File: src/rtl/ckg_pkg.sv
package ckg_pkg;
  localparam int CFG_W    = 16;
  localparam int DIV_W    = 4;
  localparam int CPU_LSB  = 0;
  localparam int MEM_LSB  = 4;
  localparam int HDIV_BIT = 8;
  localparam int PDIV_LSB = 12;
  localparam int N_GRP    = 3;
  localparam int GRP_CPU  = 0;
  localparam int GRP_BUS  = 1;
  localparam int GRP_SPC  = 2;
  localparam int MEM_PORTS = 2;
endpackage

File: src/rtl/ckg_div.sv
module ckg_div #(
  parameter int W = 4
) (
  input  logic         clk_i,
  input  logic         rst_ni,
  input  logic         tick_i,
  input  logic [W-1:0] ratio_i,
  output logic         pulse_o
);
  logic [W-1:0] cnt_q, lim_q;
  logic         term;

  assign term    = (cnt_q == lim_q);
  assign pulse_o = tick_i & term;

  // new ratio is loaded only at terminal count
  always_ff @(posedge clk_i or negedge rst_ni) begin
    if (!rst_ni) begin
      cnt_q <= '0;
      lim_q <= '0;
    end else if (tick_i) begin
      if (term) begin
        cnt_q <= '0;
        lim_q <= ratio_i;
      end else begin
        cnt_q <= cnt_q + {{(W-1){1'b0}}, 1'b1};
      end
    end
  end
endmodule

File: src/rtl/ckg_gate.sv
module ckg_gate #(
  parameter int W = 4
) (
  input  logic         en_i,
  input  logic [W-1:0] mask_i,
  output logic [W-1:0] en_o
);
  assign en_o = {W{en_i}} & mask_i;
endmodule

File: src/rtl/ckg_top.sv
module ckg_top
  import ckg_pkg::*;
#(
  parameter int NUM_AHB = 4,
  parameter int NUM_APB = 4,
  parameter int NUM_SPC = 3
) (
  input  logic                     clk_i,
  input  logic                     rst_ni,
  input  logic                     ref_tick_i,
  input  logic [N_GRP-1:0]         pll_tick_i,
  input  logic [N_GRP-1:0]         src_sel_i,
  input  logic [CFG_W-1:0]         div_cfg_i,
  input  logic [NUM_AHB+MEM_PORTS-1:0] hgate_i,
  input  logic [NUM_APB-1:0]       pgate_i,
  input  logic [NUM_SPC-1:0]       sgate_i,
  output logic                     cpu_en_o,
  output logic                     mem2x_en_o,
  output logic                     hclk_en_o,
  output logic                     pclk_en_o,
  output logic                     cfg_err_o,
  output logic [MEM_PORTS-1:0]     mem_port_en_o,
  output logic [NUM_AHB-1:0]       ahb_per_en_o,
  output logic [NUM_APB-1:0]       apb_per_en_o,
  output logic [NUM_SPC-1:0]       spc_per_en_o
);
  localparam int HG_W = NUM_AHB + MEM_PORTS;

  logic [N_GRP-1:0] grp_tick;

  for (genvar g = 0; g < N_GRP; g++) begin : g_src
    assign grp_tick[g] = src_sel_i[g] ? pll_tick_i[g] : ref_tick_i;
  end

  logic [DIV_W-1:0] cpu_ratio, mem_ratio, apb_ratio;
  logic             ahb_ratio;

  assign cpu_ratio = div_cfg_i[CPU_LSB +: DIV_W];
  assign mem_ratio = div_cfg_i[MEM_LSB +: DIV_W];
  assign ahb_ratio = div_cfg_i[HDIV_BIT];
  assign apb_ratio = div_cfg_i[PDIV_LSB +: DIV_W];

  ckg_div #(.W(DIV_W)) u_cpu_div (
    .clk_i(clk_i), .rst_ni(rst_ni), .tick_i(grp_tick[GRP_CPU]),
    .ratio_i(cpu_ratio), .pulse_o(cpu_en_o));

  ckg_div #(.W(DIV_W)) u_mem_div (
    .clk_i(clk_i), .rst_ni(rst_ni), .tick_i(grp_tick[GRP_BUS]),
    .ratio_i(mem_ratio), .pulse_o(mem2x_en_o));

  // AHB and APB both count memory pulses so they start in phase
  ckg_div #(.W(1)) u_ahb_div (
    .clk_i(clk_i), .rst_ni(rst_ni), .tick_i(mem2x_en_o),
    .ratio_i(ahb_ratio), .pulse_o(hclk_en_o));

  ckg_div #(.W(DIV_W)) u_apb_div (
    .clk_i(clk_i), .rst_ni(rst_ni), .tick_i(mem2x_en_o),
    .ratio_i(apb_ratio), .pulse_o(pclk_en_o));

  // AHB/APB ratio must be even: APB field odd when AHB divides by 2
  assign cfg_err_o = ahb_ratio & ~apb_ratio[0];

  ckg_gate #(.W(MEM_PORTS)) u_mem_gate (
    .en_i(mem2x_en_o), .mask_i(hgate_i[MEM_PORTS-1:0]), .en_o(mem_port_en_o));

  ckg_gate #(.W(NUM_AHB)) u_ahb_gate (
    .en_i(hclk_en_o), .mask_i(hgate_i[HG_W-1:MEM_PORTS]), .en_o(ahb_per_en_o));

  ckg_gate #(.W(NUM_APB)) u_apb_gate (
    .en_i(pclk_en_o), .mask_i(pgate_i), .en_o(apb_per_en_o));

  ckg_gate #(.W(NUM_SPC)) u_spc_gate (
    .en_i(grp_tick[GRP_SPC]), .mask_i(sgate_i), .en_o(spc_per_en_o));
endmodule

File: config.mk
export PLATFORM = sky130hd
export DESIGN_NAME = ckg_top
export DESIGN_NICKNAME = d
export VERILOG_FILES = /design/src/rtl/ckg_pkg.sv /design/src/rtl/ckg_div.sv /design/src/rtl/ckg_gate.sv /design/src/rtl/ckg_top.sv
export SDC_FILE = /design/constraint.sdc
export NUM_CORES = 1
export LEC_CHECK = 0
export BUFFER_PORTS_ARGS = -buffer_cell sky130_fd_sc_hd__buf_2
export CAP_MARGIN = 15
export CORE_MARGIN = 1
export CORE_UTILIZATION = 48
export DETAILED_ROUTE_END_ITERATION = 6
export PLACE_DENSITY_LB_ADDON = 0.25
export SLEW_MARGIN = 20
export SYNTH_ARGS = -nofsm -noshare
export SYNTH_HDL_FRONTEND = slang
export SYNTH_SLANG_ARGS = --single-unit
export TNS_END_PERCENT = 50
File: constraint.sdc
create_clock -name clk_i -period 2.05 [get_ports clk_i]
set_clock_uncertainty 0.2 [all_clocks]
set_input_delay 0 -clock clk_i [delete_from_list [all_inputs] [get_ports clk_i]]
set_output_delay 0 -clock clk_i [all_outputs]
set_load 0.01 [all_outputs]
==> results.cfg <==
[worst_setup_path]
reg2reg_depth = 5
reg2reg_slack_ps = 80
critPathLaunchType = flop
startpoint = u_apb_div.cnt_q[1]
cp_data_required_time_ps = 1850
critPathKind = flop to primary output
worst_r2r_startpoint = u_apb_div.cnt_q[1]
reg2reg_to = u_apb_div.lim_q[2]
worstPathMaxFanout = 8
cp.arrival_ps = 1810
endpoint_kind = primary output

[finish]
nets = 259
fill_cells = 187
antenna_cells = 0
syn_to_final_growth_pct = 50.70
design_area_um2 = 2161
drive_above_1_share_pct = 50.00
post-route-util_pct = 77.69

[floorplan]
die_x_um = 56.66
die_h_um = 56.66
floorplan.initialDensity_pct = 51.55
rows = 19
core_area_um2 = 2781
dieArea_um2 = 3210
io_pins = 56

[global_route]
grt_pass1_vias = 1281
grt_max_degree = 27
overflow = 0
antenna_found_initial = 0
gr-usage-all-layers_pct = 22.04
grt_first_pass_wirelength_mm = 5.499

[yosys]
seq_area_frac_synth_pct = 45.38
syn-instance-count = 128
synth-edff-count = 0
syn-cell-area_um2 = 1434
ys_types = 30
synth_warnings = 0
async_reset_ff_share_pct = 100.0
synth_top_area_share_pct = 45.38
synth_ff_type = dfrtp_1
yosys.area.top_type = dfrtp_1
avgSynthCellArea_um2 = 11.20
ys_ff_latch = 26
syn-num-nets = 170
synth_area_leaders = dfrtp_1, mux2_2, xnor2_1

[run_status]
run_status = complete, but fails checks
violations = hold timing

[placement]
dp_hpwl_mm = 2.260
place.gp.congestion = 0.7031
place_area_um2 = 1733
portBuffers = 52

[detailed_routing]
wl_mm = 3.751
post-route-drc-count = 0
antenna_left = 0
routed_via_density = 5.279
drt_iter0_drc = 32
wl_per_cell_um = 15.19
firstDrtPassIters = 4
vias = 1304

[clocking]
cts_tree = built
root_buffer = clkbuf_4
clk_pin_slew_ps = 150
clkLatencyLatePin_ps = 330
h-tree-depth = 1
cts_made_buffers = 3
cts.path.max_buffers = 2
cts.sinks = 26

[power]
switching_share_pct = 37.61
p_int_mw = 1.716
peakVddDrop_mv = 1.050
power_density_nw_per_um2 = 1273
power_mw = 2.750
power_switching_mw = 1.034
pwr-share-seq_pct = 37.4
comb_power_share_pct = 49.4
pwr-share-clk_pct = 13.2
power.leakage_nw = 1.069

[sta]
hold-worst-slack_ps = -24.11
min_period_over_period_pct = 98.02
final_hold_viol_count = 26
setup_violations = 0
max_slew.worst_pin.slew_ps = 749.3
fin_tns_setup_ps = 0
min_period_ps = 2009
slew_headroom_pct = 48.62
slew_viol_final = 0
rsz0062_at_grt = true
fmax_ghz = 0.4977

[min_path]
worstHoldPathType = input pin to async pin

[flow_run]
max_cap_violations = 0
## how the worst max path moves through the flow
stage                         end  slack, ps  cells past startpoint
2_1_floorplan  u_apb_div.lim_q[0]        190                      4
3_3_place_gp   u_apb_div.lim_q[1]        120                      4
3_5_place_dp   u_apb_div.lim_q[0]         20                      4
4_1_cts           apb_per_en_o[1]          2                      5
5_1_grt           apb_per_en_o[2]        -60                      5
6_report          apb_per_en_o[2]         40                      5
## cell usage in the layout (no fill, tap or decap), types with 2 or more instances in the layout
cell / n
and2_1: 4
and2_2: 4
and3_2: 2
buf_2: 52
buf_4: 15
clkbuf_4: 3
dfrtp_1: 24
dfrtp_2: 2
dlygate4sd3_1: 19
ha_1: 4
inv_1: 2
mux2_2: 14
mux2i_1: 3
nand2_1: 11
nand3_1: 4
nand4_1: 3
nor2_1: 4
nor2b_1: 4
o21ai_0: 12
xnor2_1: 3
xnor2_2: 6
xnor2_4: 2
xor2_1: 5
## logic make-up (layout without fill, tap and decap cells)
group,count (synthesis),count (layout),share of synthesized area [%]
flops,26,26,45.37
fa+ha+maj,4,4,3.491
buf+inv,5,93,2.356
compound gates,17,17,7.069
xor+xnor,16,16,9.773
simple gates,42,42,17.80
mux,18,18,14.14
## critical path, stage by stage, from the launching register on
cell and delay, ps:
dfrtp_1 470, xnor2_2 230, nand4_4 150, nor3_4 330
and2_1 180, buf_2 130
## per-layer routing
layer | part of all wire, % | up-vias | global-route usage [%] | wire (um)
met5 | 0 | - | 0 | 0
met4 | 1.7 | 0 | 8.362 | 65
met3 | 2.4 | 6 | 2.304 | 90
met2 | 57 | 35 | 43.19 | 2126
met1 | 39 | 639 | 23.76 | 1469
li1 | - | 624 | - | -
## repair_timing
| item | CTS | global route |
|---|---|---|
| endpoints found under the setup margin | 7 | 14 |
| pin swaps | 3 | 8 |
| hold endpoints to repair | 44 | 0 |
| buffers inserted | 6 | 6 |
| cloned | 0 | 0 |
| gates resized for setup | 3 | 11 |
| hold buffers | 19 | 0 |
## flip-flops by register name, summed over array words and instances, names as in the netlist
register / flops
u_ahb_div.cnt_q: 1
u_ahb_div.lim_q: 1
u_apb_div.cnt_q: 4
u_apb_div.lim_q: 4
u_cpu_div.cnt_q: 4
u_cpu_div.lim_q: 4
u_mem_div.cnt_q: 4
u_mem_div.lim_q: 4
## synthesized netlist by cell type, types with 2 or more instances
library cell   n
and2_1         4
and3_2         2
inv_1          2
ha_1           4
nand2_1       11
o21ai_0       12
nand4_1        3
mux2_2        14
dfrtp_1       26
nor2b_1        4
mux2i_1        3
nand3_1        4
and2_2         4
nor2_1         4
xnor2_1       11
xor2_1         5
buf_6          2
## power by group through the flow
| stage | registers (mW) | clock network [mW] | logic, mW |
|---|---|---|---|
| detailed placement | 0.984 | 0 | 0.985 |
| global route | 1.06 | 0.380 | 1.46 |
| global placement | 0.967 | 0 | 0.915 |
| finish | 1.03 | 0.364 | 1.36 |
| floorplan | 0.927 | 0 | 0.765 |
| CTS | 0.971 | 0.361 | 1.11 |
## stage by stage
step                instances  setup slack (ps)
floorplan                 128             190.2
global placement          212             123.7
detailed placement        212             16.37
CTS                       241             1.991
global route              247            -60.62
finish                    247             40.56
## area by class of cell
type | count | area [um^2] | area share [%]
multi-input cells | 97 | 842.1 | 38.97
flip-flops and latches | 26 | 653.1 | 30.23
repair buffers | 86 | 563.0 | 26.06
well taps | 31 | 38.79 | 1.795
clock inverters | 1 | 30.03 | 1.390
clock buffers | 3 | 22.52 | 1.042
inverters | 3 | 11.26 | 0.5211
(Power assumes the default switching activity.)
